[src/rtl/dither_ovs_pkg.sv]
package dither_ovs_pkg;

   typedef enum logic {
      WIN_IDLE = 1'b0,
      WIN_OPEN = 1'b1
   } win_state_e;

   // Triangle compare value for step idx of a 2^pexp window, peak = top
   function automatic int tri_step(input int idx, input int pexp, input int top);
      int osr;
      int half;
      int fold;
      if (pexp == 0) return 0;
      osr  = 1 << pexp;
      half = osr / 2;
      fold = (idx <= half) ? idx : (osr - idx);
      return (fold * top) / half;
   endfunction

endpackage

[src/rtl/dither_ovs_window.sv]
module dither_ovs_window
   import dither_ovs_pkg::*;
#(
   parameter int SMP_W     = 12,
   parameter int MAX_EXTRA = 4,
   parameter int PW_W      = 3,
   parameter int CNT_W     = 4,
   parameter int RES_W     = 16
) (
   input  logic             clk,
   input  logic             rst_n,
   input  logic             win_start,
   input  logic [PW_W-1:0]  extra_bits,
   input  logic [RES_W-1:0] offset,
   input  logic             smp_valid,
   input  logic [SMP_W-1:0] smp_data,
   output logic             active,
   output logic [PW_W-1:0]  p_eff,
   output logic [CNT_W-1:0] step,
   output logic             res_valid,
   output logic [RES_W-1:0] res_data,
   output logic             overrun
);

   win_state_e       state_q;
   logic [PW_W-1:0]  p_q;
   logic [CNT_W-1:0] idx_q;
   logic [RES_W-1:0] sum_q;
   logic [PW_W-1:0]  p_clamped;
   logic [CNT_W:0]   osr_full;
   logic [CNT_W-1:0] last_idx;
   logic [RES_W-1:0] sum_next;
   logic             take;

   assign p_clamped = (extra_bits > PW_W'(MAX_EXTRA)) ? PW_W'(MAX_EXTRA) : extra_bits;
   assign osr_full  = (CNT_W+1)'(1) << p_q;
   assign last_idx  = CNT_W'(osr_full - (CNT_W+1)'(1));
   assign sum_next  = sum_q + RES_W'(smp_data);
   assign take      = (state_q == WIN_OPEN) && smp_valid && !win_start;

   always_ff @(posedge clk or negedge rst_n) begin
      if (!rst_n) begin
         state_q   <= WIN_IDLE;
         p_q       <= '0;
         idx_q     <= '0;
         sum_q     <= '0;
         res_valid <= 1'b0;
         res_data  <= '0;
         overrun   <= 1'b0;
      end else begin
         res_valid <= 1'b0;
         overrun   <= 1'b0;
         if (win_start) begin
            overrun <= (state_q == WIN_OPEN);
            state_q <= WIN_OPEN;
            p_q     <= p_clamped;
            idx_q   <= '0;
            sum_q   <= '0;
         end else if (take) begin
            if (idx_q == last_idx) begin
               state_q   <= WIN_IDLE;
               res_valid <= 1'b1;
               res_data  <= sum_next - offset;
               idx_q     <= '0;
               sum_q     <= '0;
            end else begin
               idx_q <= idx_q + CNT_W'(1);
               sum_q <= sum_next;
            end
         end
      end
   end

   assign active = (state_q == WIN_OPEN);
   assign p_eff  = p_q;
   assign step   = idx_q;

endmodule

[src/rtl/dither_ovs_tri_rom.sv]
module dither_ovs_tri_rom
   import dither_ovs_pkg::*;
#(
   parameter int MAX_EXTRA = 4,
   parameter int TOP       = 55,
   parameter int CW        = 6,
   parameter int PW_W      = 3,
   parameter int CNT_W     = 4
) (
   input  logic [PW_W-1:0]  p_sel,
   input  logic [CNT_W-1:0] idx,
   output logic [CW-1:0]    cmp
);

   localparam int DEPTH = 1 << MAX_EXTRA;

   logic [CW-1:0] tbl [MAX_EXTRA+1][DEPTH];

   for (genvar gp = 0; gp <= MAX_EXTRA; gp++) begin : g_exp
      for (genvar gi = 0; gi < DEPTH; gi++) begin : g_ent
         localparam int VAL = (gi < (1 << gp)) ? tri_step(gi, gp, TOP) : 0;
         assign tbl[gp][gi] = CW'(VAL);
      end
   end

   assign cmp = tbl[p_sel][idx];

endmodule

[src/rtl/dither_ovs_pwm.sv]
module dither_ovs_pwm #(
   parameter int PERIOD = 56,
   parameter int CW     = 6
) (
   input  logic          clk,
   input  logic          rst_n,
   input  logic          restart,
   input  logic          active,
   input  logic [CW-1:0] cmp,
   output logic [CW-1:0] cnt,
   output logic          pwm
);

   localparam logic [CW-1:0] LAST = CW'(PERIOD - 1);

   logic [CW-1:0] cnt_q;

   always_ff @(posedge clk or negedge rst_n) begin
      if (!rst_n) begin
         cnt_q <= '0;
      end else if (restart || !active) begin
         cnt_q <= '0;
      end else if (cnt_q == LAST) begin
         cnt_q <= '0;
      end else begin
         cnt_q <= cnt_q + CW'(1);
      end
   end

   assign cnt = cnt_q;
   assign pwm = active && (cnt_q < cmp);

endmodule

[src/rtl/dither_oversampler.sv]
module dither_oversampler #(
   parameter int SMP_W      = 12,
   parameter int MAX_EXTRA  = 4,
   parameter int PWM_PERIOD = 56,
   localparam int PW_W      = $clog2(MAX_EXTRA + 1),
   localparam int RES_W     = SMP_W + MAX_EXTRA
) (
   input  logic             clk,
   input  logic             rst_n,
   input  logic             win_start,
   input  logic [PW_W-1:0]  extra_bits,
   input  logic [RES_W-1:0] offset,
   input  logic             smp_valid,
   input  logic [SMP_W-1:0] smp_data,
   output logic             pwm_out,
   output logic             res_valid,
   output logic [RES_W-1:0] res_data,
   output logic             overrun
);

   localparam int CNT_W = MAX_EXTRA;
   localparam int CW    = $clog2(PWM_PERIOD);
   localparam int TOP   = PWM_PERIOD - 1;

   if (MAX_EXTRA < 1) begin : g_chk_extra
      $error("MAX_EXTRA must be at least 1");
   end
   if ((1 << MAX_EXTRA) > PWM_PERIOD / 2) begin : g_chk_period
      $error("PWM_PERIOD too short for 2^MAX_EXTRA dither steps");
   end
   if (SMP_W < 1) begin : g_chk_smp
      $error("SMP_W must be positive");
   end

   logic             win_active;
   logic [PW_W-1:0]  p_eff;
   logic [CNT_W-1:0] step_idx;
   logic [CW-1:0]    cmp_val;
   logic [CW-1:0]    pwm_cnt;

   dither_ovs_window #(
      .SMP_W(SMP_W), .MAX_EXTRA(MAX_EXTRA), .PW_W(PW_W),
      .CNT_W(CNT_W), .RES_W(RES_W)
   ) u_win (
      .clk(clk), .rst_n(rst_n), .win_start(win_start),
      .extra_bits(extra_bits), .offset(offset),
      .smp_valid(smp_valid), .smp_data(smp_data),
      .active(win_active), .p_eff(p_eff), .step(step_idx),
      .res_valid(res_valid), .res_data(res_data), .overrun(overrun)
   );

   dither_ovs_tri_rom #(
      .MAX_EXTRA(MAX_EXTRA), .TOP(TOP), .CW(CW), .PW_W(PW_W), .CNT_W(CNT_W)
   ) u_rom (
      .p_sel(p_eff), .idx(step_idx), .cmp(cmp_val)
   );

   dither_ovs_pwm #(
      .PERIOD(PWM_PERIOD), .CW(CW)
   ) u_pwm (
      .clk(clk), .rst_n(rst_n), .restart(win_start), .active(win_active),
      .cmp(cmp_val), .cnt(pwm_cnt), .pwm(pwm_out)
   );

endmodule

[config.mk]
export PLATFORM = sky130hd
export DESIGN_NAME = dither_oversampler
export DESIGN_NICKNAME = d
export VERILOG_FILES = /design/src/rtl/dither_ovs_pkg.sv /design/src/rtl/dither_ovs_window.sv /design/src/rtl/dither_ovs_tri_rom.sv /design/src/rtl/dither_ovs_pwm.sv /design/src/rtl/dither_oversampler.sv
export SDC_FILE = /design/constraint.sdc
export NUM_CORES = 1
export LEC_CHECK = 0
export ABC_AREA = 1
export BUFFER_PORTS_ARGS = -buffer_cell sky130_fd_sc_hd__clkbuf_2
export CORE_MARGIN = 1
export CORE_UTILIZATION = 59
export CTS_CLUSTER_DIAMETER = 120
export DETAILED_ROUTE_END_ITERATION = 16
export GPL_ROUTABILITY_DRIVEN = 0
export HOLD_SLACK_MARGIN = 0.02
export PLACE_DENSITY = 0.83
export SKIP_LAST_GASP = 1
export SYNTH_ARGS = -nofsm -noshare
export SYNTH_HDL_FRONTEND = slang
export SYNTH_SLANG_ARGS = --single-unit
[constraint.sdc]
create_clock -name clk -period 3.4 [get_ports clk]
set_clock_uncertainty 0.1 [all_clocks]
set_input_delay 0.68 -clock clk [delete_from_list [all_inputs] [get_ports clk]]
set_output_delay 0.68 -clock clk [all_outputs]
set_load 0.005 [all_outputs]
# Word level (Yosys, flattened, before mapping)
# Memory sizes are Yosys's and may differ from the RTL's.
# Cells that the tools add are included.
# classes
add_sub_neg	5
magnitude_cmp	4
n_eq_ne	2
n_shift	1
mux	21
n_bitwise	3
reduce_logical	10
# ops
operator	count
96-bit 2-to-1 mux	2
16-bit 2-to-1 mux	3
6-bit binary-select mux with 4-bit select	1
6-bit 2-to-1 mux	4
16-bit by 12-bit adder with 16-bit output	1
16-bit subtractor	1
4-bit 2-to-1 mux	3
1-bit 2-to-1 mux	7
6-bit by 1-bit adder with 6-bit output (second input constant)	1
6-bit equality test (second input constant)	1
6-bit less-than comparator	1
5-bit greater-or-equal comparator (second input constant)	1
4-bit NOT with 5-bit output	1
4-bit by 1-bit adder with 4-bit output (second input constant)	1
4-bit equality test	1
4-bit greater-or-equal comparator (second input constant)	1
3-bit NOT with 4-bit output	1
2-bit nonzero test	2
1-bit by 3-bit left shift with 4-bit output (first input constant)	1
4-bit by 1-bit subtractor with 4-bit output (second input constant)	1
3-bit greater-than comparator (second input constant)	1
1-bit logical AND	3
3-bit 2-to-1 mux	1
3-bit AND reduction	1
4 further kinds	5
# word_totals
register_bits	48
romBits	768
input_bits	35
out_inout_bits	19
word_cells	55
memories	1
# mem_list
memory	words	width	read_ports	rd_ports_with_merged_regs	write_ports	line_no	rtl
(name not given)	8	96	1	0	0	dither_ovs_tri_rom.sv:26	assign cmp = tbl[p_sel][idx];

# Depth between registers and ports, before layout
# Gate-level depths: netlist of run 1.
# depth
ltp_word	9
ltp_mapped	22
ltp_nobuf	22

# By module
# A second synthesis of run 1 with hierarchy kept.
# hier_totals
hier_cells	569
hier_area_um2	4161.5
# by_module_without_submodules
mod	instances	cells_per_inst	area_per_inst_um2	seq_area_each_um2
dither_ovs_window	1	417	3184.3	1051.0
dither_ovs_tri_rom	1	94	529.3	0.0
dither_ovs_pwm	1	58	447.9	150.1

# Least setup slack after synthesis of run 1
# No wires, ideal clock.
# synth_timing
path_kind	in2reg
startpoint	input smp_data[0]
endpoint	register u_win.res_data[15]
setup_ns	0.117
t_arrival_ns	3.174
required_ns	3.183
slack_ns	0.009
path_stages	21
path_buffers	0
path_cell_list	ha_1 -> inv_1 -> fa_1 -> nand3b_1 -> nand2_1 -> a21oi_1 -> o21ai_1 -> a21o_1 -> nand2_1 -> and2_1 -> ha_1 -> nand2_1 -> nand2_1 -> nand3_1 -> nand2_1 -> nor2_1 -> o21ai_0 -> a21oi_1 -> nand3_1 -> nand3_1 -> nand2_1
# synth_via
elab_chain_len	2
# synth_lines
item	line_no	rtl
start, declared	dither_oversampler.sv:14	input logic [SMP_W-1:0] smp_data,
16-bit by 12-bit adder with 16-bit output	dither_ovs_window.sv:38	assign sum_next = sum_q + RES_W'(smp_data);
16-bit subtractor	dither_ovs_window.sv:63	res_data <= sum_next - offset;
end signal, assigned	dither_ovs_window.sv:63	
end, declared	dither_ovs_window.sv:21	output logic [RES_W-1:0] res_data,
# No other way between the ends.
# A chain may end at the register's enable or synchronous reset.

# Worst setup path in the final report of run 1
# layout_timing
startpoint	input smp_data[3]
endpoint	register u_win.res_data[12]
# The elaborated chain is that of the path after synthesis.

==> results of run 1 <==
## logic make-up (layout without fill, tap and decap cells)
family | count (synthesis) | after routing | synth area share (%)
xor gates and xnor gates | 22 | 22 | 5.089
buffers and inverters | 92 | 168 | 8.969
DFF | 48 | 48 | 30.53
and+or+nand+nor | 246 | 246 | 26.72
AOI/OAI and AO/OA | 103 | 103 | 14.95
adders and majority gates | 42 | 42 | 13.74
## path summary, 6_finish.rpt
check / cells after the start / start / slack, ps / end
setup / recovery: 19 / smp_data[3] / 90 / u_win.res_data[12]
hold / removal: 1 / rst_n / 370 / u_win.res_data[1]
setup reg to reg: 18 / u_win.sum_q[3] / 170 / u_win.res_data[12]
hold reg to reg: 2 / u_win.res_data[8] / 390 / u_win.res_data[8]
max in group asynchronous: 2 / rst_n / 2140 / u_win.step[1]
min in group clk: 2 / u_win.res_data[8] / 390 / u_win.res_data[8]
## routing by layer
layer,vias up,global-route usage [%],part of all wire (%),wire (um)
met2,149,47.38,48,4880
li1,1967,-,-,-
met1,1882,38.47,45,4603
met3,23,3.956,4.8,485
met5,-,0,0,0
met4,0,6.934,2.0,199
## cell usage after synthesis, drive strengths merged (3+ instances only)
library cell  count
nand2           138
inv              81
dfrtp            48
o21ai            45
nor2             44
ha               40
nand3            36
a21oi            32
nor3             13
xnor2            12
xor2             10
a21o              6
buf               6
and2              4
clkbuf            4
nand4             4
nand3b            3
o31ai             3
or2               3
## registers in the layout (all words and copies together), names as in the netlist
name / flops
u_win.res_data: 16
u_win.sum_q: 16
u_pwm.cnt: 6
u_win.step: 4
u_win.p_eff: 3
u_win.active: 1
u_win.overrun: 1
u_win.res_valid: 1
## worst reg2reg max path, cell delays in order (launching register included)
cell	delay, ps
dfrtp_1	390
ha_1	320
buf_4	150
nand2_1	80
nor2_1	50
nand3_1	100
nand2_2	100
a21oi_4	180
o21ai_1	100
or2_1	230
and2_1	140
ha_1	320
nand2_1	120
inv_1	80
a21oi_1	190
nand3_1	130
nand2_1	90
inv_1	40
o31ai_1	250
## per-stage QoR
| step | util, % | cells |
|---|---|---|
| after floorplan | - | 553 |
| after global placement | 69.49 | 698 |
| after detailed placement | 69.49 | 698 |
| after CTS | 71.59 | 705 |
| after global routing | 73.22 | 706 |
| final | 73.22 | 706 |
## cell type report
class	count	area [sq um]	area share [%]
inverter	82	311.5	6.663
clock inverter	2	60.06	1.284
timing repair buffer	79	460.4	9.847
multi-input combinational	413	2474	52.90
clock buffer	5	68.82	1.472
tap	77	96.34	2.060
sequential	48	1205	25.77
## where the power goes
| group | total, mW | switching (mW) | leakage (nW) | internal [mW] |
|---|---|---|---|---|
| sequential | 0.718 | 0.0637 | 0.642 | 0.654 |
| combinational | 1.36 | 0.774 | 1.86 | 0.588 |
| clock | 0.487 | 0.198 | 0.0642 | 0.290 |
| total | 2.57 | 1.04 | 2.56 | 1.53 |
## timing repair
action | in CTS | in global routing
endpoints found under the setup margin | 2 | 7
gates resized for setup | 2 | 28
pin swaps | 1 | 5
buffers inserted | 0 | 1
==> metrics.yaml, run 1 <==
run_status:
  outcome: "finished, final reports clean"
detailed_routing:
  drtIter0Drc: 279
  wl_per_cell_um: 14.40
  vias_per_cell: 5.695
  vias: 4021
  postRouteAntennaNets: 0
  routed_wl_mm: 10.17
  firstDrtPassIters: 5
  drc: 0
worst_hold_path:
  hp-class: "in -> async"
clocking:
  cts_tree: "yes"
  clock_sinks: 48
  clkTransAtPathRegs_ps: 100
  htree_levels: 2
  insertion_delay_ps: 310
  hold_buffers: 0
  root_buffer: "clkbuf_8"
  clk_path_buf_depth: 2
  cts_buffers: 5
flow_run:
  drv_cap: 0
timing:
  fin_crit_ps: 3314
  fin_setup_tns_ps: 0
  max_freq_ghz: 0.3017
  relSlewSlack_pct: 40.82
  fin_ws_ps: 85.61
  finalSetupViolations: 0
  maxSlewViolCount: 0
  period_share_pct: 97.48
  worst_slew_pin_slew_ps: 887.6
  hold_viol_final: 0
  finalHoldWorstSlack_ps: 373.2
synthesis:
  netlist_top_cells_area: "dfrtp_1 31%, nand2_1 13%, ha_1 13%, inv_1 7.3%, nand3_1 4.6%"
  ys.flop_type: "dfrtp_1"
  synth_nets: 630
  yosysSeqAreaShare_pct: 30.53
  synth_top_area_share_pct: 30.53
  ys_warn_count: 0
  synth_top_area_cell: "dfrtp_1"
  synthesis.instances: 553
  yosys_register_bits: 48
  synthesis.area_sq_um: 3934
  yosysUniqueCellTypes: 41
  synthArstFlopShare_pct: 100.0
  syn_avg_cell_area_sq_um: 7.114
  synth_edf_count: 0
setup_path:
  endpoint_kind: "flip-flop"
  crit_path_max_fanout: 4
  crit_path_cell_trace: "clkbuf_2 > ha_1 > buf_4 > nand2_1 > nor2_1 > nand3_1 > nand2_2 > a21oi_4 > o21ai_1 > or2_1 > and2_1 > ha_1 > nand2_1 > inv_1 > a21oi_1 > nand3_1 > nand2_1 > inv_1 > o31ai_1"
  critPathKind: "in -> reg"
  cp_slowest_cell: "ha_1"
  crit_top_cell: "nand2_1"
  worstPathArrival_ps: 3430
  crit_family: "simple AND/OR/NAND/NOR gates"
  cp.required_ps: 3510
  slowest_delay_ps: 330
  startpoint_type: "input port"
  worst-path-buf-inv: 4
power_and_ir_drop:
  finalPower_mw: 2.567
  pwr_density_cell_nw_per_um2: 549.0
  p_leak_nw: 2.563
  ir_drop_v: 0.0003578
die:
  core_sq_um: 6386
  die_area_sq_um: 6998
  dieWidth_um: 83.66
  start_util_pct: 61.60
  die_h_um: 83.66
  rows: 29
  pin_count: 54
place:
  pre_cts_ws_ps: -326.4
  post_dp_cell_area_sq_um: 4438
  port_buffers: 53
  dp_hpwl_mm: 7.381
final_layout:
  fin_area_sq_um: 4676
  fillers: 503
  drive_gt1_share_pct: 18.92
  antenna_cells: 0
  final_cell_mix: "134 x nand2_1, 74 x inv_1, 53 x clkbuf_2"
  fin_nets: 706
  final_common_cell: "nand2_1"
  area_delta_synth_final_pct: 18.86
grt:
  overflow: 0
  grt_usage_pct: 28.21
  grt_pass1_vias: 3617
  grt_max_degree: 35
  grt_pass1_wl_mm: 16.13
  antenna_found_initial: 0
Power figures use the tool's default switching activity.
==> run 2, diff against run 1 <==
--- a/config.mk
+++ b/config.mk
@@ -7,6 +7,7 @@
 export LEC_CHECK = 0
 export ABC_AREA = 1
 export BUFFER_PORTS_ARGS = -buffer_cell sky130_fd_sc_hd__clkbuf_2
+export CAP_MARGIN = 10
 export CORE_MARGIN = 1
 export CORE_UTILIZATION = 59
 export CTS_CLUSTER_DIAMETER = 120
@@ -14,6 +15,7 @@
 export GPL_ROUTABILITY_DRIVEN = 0
 export HOLD_SLACK_MARGIN = 0.02
 export PLACE_DENSITY = 0.83
+export SETUP_SLACK_MARGIN = 0.2
 export SKIP_LAST_GASP = 1
 export SYNTH_ARGS = -nofsm -noshare
 export SYNTH_HDL_FRONTEND = slang
==> metrics.yaml, run 2 (synthesis results as in run 1) <==
power_and_ir_drop:
  pwr-share-comb_pct: 58.2  # +5.1 points
  internal_power_mw: 1.430  # -6.6%
  pwr_density_cell_nw_per_um2: 499.5  # -9.0%
  pwr-share-seq_pct: 28.3  # +0.3 points
  finalPower_mw: 2.531  # -1.4%
  switchingPower_mw: 1.101  # +6.3%
  p_leak_nw: 2.676  # +4.4%
  ir_drop_v: 0.0003738  # +4.4%
  p_clk_share_pct: 13.4  # -5.6 points
  switching_share_pct: 43.50  # +3.1 points
place:
  place_inst: 690  # -1.1%
  port_buffers: 53  # unchanged
  dp_hpwl_mm: 7.368  # -0.17%
  pre_cts_ws_ps: -187.8  # +138.6 ps
die:
  core_sq_um: 6386  # unchanged
  dieWidth_um: 83.66  # unchanged
  rows: 29  # unchanged
  start_util_pct: 61.60  # unchanged
  die_area_sq_um: 6998  # unchanged
  pin_count: 54  # unchanged
  die_h_um: 83.66  # unchanged
final_layout:
  drive_gt1_share_pct: 27.58  # +8.7 points
  final_common_cell: "nand2_1"
  antenna_cells: 0  # unchanged
  fin_nets: 726  # +2.8%
  final_cells: 726  # +2.8%
  fillers: 408  # -19%
  final_cell_mix: "130 x nand2_1, 70 x inv_1, 51 x clkbuf_2"
  area_delta_synth_final_pct: 28.82
setup_path:
  worstPathArrival_ps: 2450  # -980 ps
  crit_path_max_fanout: 4  # unchanged
  critPathKind: "reg -> out"
  endpoint_kind: "output port"
  startpoint_type: "flip-flop"
  cp.required_ps: 2620  # -890 ps
clocking:
  clock_sinks: 48  # unchanged
  root_buffer: "clkbuf_8"
  insertion_delay_ps: 310  # about the same
  clkTransAtPathRegs_ps: 100  # about the same
  cts_tree: "yes"
  hold_buffers: 0  # unchanged
  cts_buffers: 5  # unchanged
  clk_path_buf_depth: 2  # unchanged
  htree_levels: 2  # unchanged
timing:
  finalSetupViolations: 0  # unchanged
  maxSlewViolCount: 0  # unchanged
  period_share_pct: 94.92  # -2.6 points
  max_freq_ghz: 0.3099  # +2.7%
  finalHoldWorstSlack_ps: 357.5  # -15.75 ps
  fin_crit_ps: 3227  # -87.13 ps
  hold_viol_final: 0  # unchanged
  relSlewSlack_pct: 44.05  # +3.2 points
  worst_slew_pin_slew_ps: 836.1  # -51.55 ps
  fin_ws_ps: 172.7  # +87.13 ps
  rsz0062_at_grt: "true"
detailed_routing:
  drtIter0Drc: 435  # +56%
  drc: 0  # unchanged
  wl_per_cell_um: 15.83  # +9.9%
  firstDrtPassIters: 5  # unchanged
  routed_wl_mm: 11.49  # +13%
  vias: 4212  # +4.8%
  vias_per_cell: 5.802  # +1.9%
  postRouteAntennaNets: 0  # unchanged
flow_run:
  drv_cap: 0  # unchanged
grt:
  grt_pass1_vias: 3764  # +4.1%
  antenna_found_initial: 0  # unchanged
  grt_usage_pct: 29.68  # +1.5 points
  grt_pass1_wl_mm: 17.06  # +5.8%
  overflow: 0  # unchanged
  grt_max_degree: 49  # +40%
worst_hold_path:
  hp-class: "in -> async"
run_status:
  outcome: "finished, final reports clean"
==> run 2: cell types whose count changed in the layout (fill, tap and decap cells not counted), sizes merged <==
cell      change
clkinvlp      +1
nand2         +2
bufinv        -2
clkbuf        -1
buf          +20
==> run 2: final cells by class <==
| type | instances | area (sq um) | share of cell area, % |
|---|---|---|---|
| Clock inverter | 1 | 5.005 | 0.09877 |
| Multi-Input combinational cell | 415 | 2733 | 53.93 |
| Clock buffer | 6 | 72.57 | 1.432 |
| Timing Repair Buffer | 97 | 630.6 | 12.44 |
| Sequential cell | 48 | 1206 | 23.80 |
| Inverter | 82 | 324.1 | 6.395 |
| Tap cell | 77 | 96.34 | 1.901 |
==> run 2: repair_timing <==
action | 4_1_cts | 5_1_grt
resized for setup | 29 | 57
setup endpoints to repair | 4 | 20
pin swaps | 16 | 32
setup buffers | 15 | 12
gates cloned | 0 | 2
==> run 2: final timing paths <==
path,from,endpoint,slack [ps],cells after the start
setup reg to reg,u_win.sum_q[0],u_win.res_data[15],230,21
hold reg to reg,u_win.res_data[1],u_win.res_data[1],390,2
min in group clk,u_win.res_data[1],u_win.res_data[1],390,2
setup / recovery,u_win.p_eff[0],pwm_out,170,11
max in group asynchronous,rst_n,u_win.p_eff[1],2330,2
hold / removal,rst_n,u_win.res_data[15],360,2
==> run 2: worst max-delay path, cell delays in order, from the launching register on <==
cell	delay (ps)
dfrtp_2	430
inv_4	60
ha_4	160
or2_2	330
nand3_1	120
o2111ai_1	130
a31oi_1	190
ha_1	270
nand2_1	60
o21ai_1	60
nor3_1	180
buf_2	140
==> run 2: stage by stage <==
stage               util, %  TNS (ps)  area (sq um)
global placement      69.10    -122.3          4413
floorplan                 -         0          3969
CTS                   73.55         0          4697
global route          79.35         0          5067
detailed placement    69.10    -609.9          4413
finish                79.35         0          5067
==> run 2: power by group through the flow <==
stage / clock network, mW / logic, mW / registers [mW]
2_1_floorplan: 0 / 0.851 / 0.709
3_3_place_gp: 0 / 1.19 / 0.717
3_5_place_dp: 0 / 1.23 / 0.720
4_1_cts: 0.336 / 1.29 / 0.713
5_1_grt: 0.355 / 1.63 / 0.724
6_report: 0.339 / 1.47 / 0.718
==> run 2: per-layer routing <==
metal  share of wire [%]  routed length (um)  global-route usage, %
met5                   0                   0                      0
met4                 3.8                 438                  11.25
met3                 6.7                 769                  3.956
met2                  47                5406                  47.89
met1                  42                4880                  40.62
==> run 3, diff against run 2 <==
--- a/config.mk
+++ b/config.mk
@@ -15,7 +15,6 @@
 export GPL_ROUTABILITY_DRIVEN = 0
 export HOLD_SLACK_MARGIN = 0.02
 export PLACE_DENSITY = 0.83
-export SETUP_SLACK_MARGIN = 0.2
 export SKIP_LAST_GASP = 1
 export SYNTH_ARGS = -nofsm -noshare
 export SYNTH_HDL_FRONTEND = slang
==> constraint.sdc (replaced) <==
create_clock -name clk -period 3.4 [get_ports clk]
set_clock_uncertainty 0.1 [all_clocks]
set_input_delay 0.51 -clock clk [delete_from_list [all_inputs] [get_ports clk]]
set_output_delay 0.51 -clock clk [all_outputs]
set_load 0.005 [all_outputs]
==> metrics.yaml, run 3 (synthesis results as in run 1) <==
run_status:
  outcome: "finished, final reports clean"
setup_path:
  endpoint_kind: "flip-flop"
  crit_path_cell_trace: "ha_1 > inv_1 > fa_1 > nand3b_1 > nand2_1 > a21oi_2 > o21ai_2 > buf_4 > xnor2_1 > inv_1 > ha_1 > a21oi_1 > o21ai_1 > inv_1 > o21ai_0 > a21oi_1 > nand3_1 > nand3_1 > nand2_1"
  startpoint_type: "flip-flop"
  r2r_cells: 19  # -9.5%
  worstPathArrival_ps: 3290  # +840 ps
  crit_top_cell: "inv_1"
  rrSetupSlack_ps: 210  # -20 ps
  cp_slowest_cell: "fa_1"
  crit_path_max_fanout: 4  # unchanged
  critPathKind: "reg -> reg"
  crit-reg2reg-capture: "u_win.res_data[15]"
  slowest_delay_ps: 370  # -60 ps
  reg2reg_from: "u_win.sum_q[0]"
  cp.required_ps: 3500  # +880 ps
die:
  start_util_pct: 61.60  # unchanged
  pin_count: 54  # unchanged
  rows: 29  # unchanged
  dieWidth_um: 83.66  # unchanged
  die_h_um: 83.66  # unchanged
  die_area_sq_um: 6998  # unchanged
  core_sq_um: 6386  # unchanged
clocking:
  insertion_delay_ps: 300  # about the same
  clock_sinks: 48  # unchanged
  cts_buffers: 5  # unchanged
  htree_levels: 2  # unchanged
  clkTransAtPathRegs_ps: 90  # about the same
  hold_buffers: 0  # unchanged
  cts_tree: "yes"
  root_buffer: "clkbuf_8"
  clk_path_buf_depth: 2  # unchanged
worst_hold_path:
  hp-class: "in -> async"
power_and_ir_drop:
  p_leak_nw: 2.480  # -7.3%
  pwr_density_cell_nw_per_um2: 509.4  # +2.0%
  ir_drop_v: 0.0003443  # -7.9%
timing:
  period_share_pct: 93.93  # -0.99 points
  worst_slew_pin_slew_ps: 631.6  # -204.5 ps
  hold_viol_final: 0  # unchanged
  relSlewSlack_pct: 57.89  # +14 points
  maxSlewViolCount: 0  # unchanged
  finalSetupViolations: 0  # unchanged
  fin_crit_ps: 3194  # -33.58 ps
  rsz0062_at_grt: "true"
  max_freq_ghz: 0.3131  # +1.1%
  finalHoldWorstSlack_ps: 105.8  # -251.7 ps
detailed_routing:
  drc: 0  # unchanged
  wl_per_cell_um: 13.27  # -16%
  drtIter0Drc: 323  # -26%
  firstDrtPassIters: 5  # unchanged
  vias: 3842  # -8.8%
  vias_per_cell: 5.528  # -4.7%
  postRouteAntennaNets: 0  # unchanged
  routed_wl_mm: 9.223  # -20%
place:
  port_buffers: 53  # unchanged
  dp_hpwl_mm: 7.209  # -2.2%
  place_inst: 686  # -0.58%
grt:
  grt_max_degree: 29  # -41%
  antenna_found_initial: 0  # unchanged
  grt_pass1_vias: 3554  # -5.6%
  grt_usage_pct: 27.29  # -2.4 points
  grt_pass1_wl_mm: 15.70  # -7.9%
  overflow: 0  # unchanged
final_layout:
  final_cells: 695  # -4.3%
  fillers: 544  # +33%
  area_delta_synth_final_pct: 13.99
  final_cell_mix: "136 x nand2_1, 75 x inv_1, 53 x clkbuf_2"
  fin_nets: 694  # -4.4%
  drive_gt1_share_pct: 15.37  # -12 points
  antenna_cells: 0  # unchanged
  final_common_cell: "nand2_1"
flow_run:
  drv_cap: 0  # unchanged
run 3: cell count changes in the layout (fill, tap and decap cells not counted), moves of 4 or more:
cell / previous run / this run
nor2_1: 37 / 41
buf_4: 41 / 14
ha_4: 11 / 0
a21oi_1: 23 / 30
ha_1: 26 / 40
inv_1: 70 / 75
nand2_2: 6 / 1
a21oi_2: 7 / 1
nand2_1: 130 / 136
o21ai_0: 21 / 28
run 3: through the flow:
stage | utilization, % | cell area [sq um] | total power [mW] | TNS (ps) | setup slack, ps
final | 70.22 | 4484 | 2.284 | 0 | 206.3
after CTS | 69.61 | 4446 | 2.269 | 0 | 106.2
after floorplan | - | 3934 | 1.543 | 0 | 178.8
after global placement | 68.08 | 4348 | 1.853 | 0 | 28.05
after detailed placement | 68.08 | 4348 | 1.892 | -93.21 | -63.63
after global routing | 70.22 | 4484 | 2.479 | -87.69 | -87.69
run 3: layer usage:
layer  GRT usage (%)  share of wire (%)  up-vias
met5               0                  0        -
met4           5.855               0.95        0
met3           4.055                6.0        6
met2           45.31                 47      129
met1           37.87                 46     1764
li1                -                  -     1943
run 3: worst max-delay path, delay by kind of cell, from the launching register on:
family	cells	cell delay, ps
flops	1	360
fa+ha+maj	3	870
xor+xnor	1	130
simple gates	5	500
compound gates	6	800
buf+inv	4	340
run 3: what timing repair did:
item,4_1_cts,5_1_grt
buffers inserted,0,1
gates resized for setup,0,12
setup endpoints to repair,0,7
run 3: worst max-delay path by stage:
stage	to	start	depth (start not counted)	slack (ps)
floorplan	u_win.res_data[15]	smp_data[0]	21	180
global placement	u_win.res_data[15]	smp_data[0]	22	30
detailed placement	u_win.res_data[15]	smp_data[0]	21	-60
CTS	pwm_out	u_win.step[0]	10	110
global route	u_win.res_data[15]	u_win.sum_q[0]	19	-90
finish	u_win.res_data[15]	u_win.sum_q[0]	19	210
run 3: layout make-up:
class                      count  area (sq um)  share of cell area (%)
tap                           77         96.34                   2.148
clock buffer                   6         82.58                   1.842
multi-input combinational    413          2402                   53.57
sequential                    48          1204                   26.84
clock inverter                 2         15.01                  0.3348
inverter                      82         314.1                   7.003
timing repair buffer          67         370.4                   8.259
run 3: power breakdown:
part	switching, mW	total [mW]	internal [mW]
Clock	0.199	0.364	0.165
Combinational	0.702	1.20	0.503
Sequential	0.0620	0.716	0.654
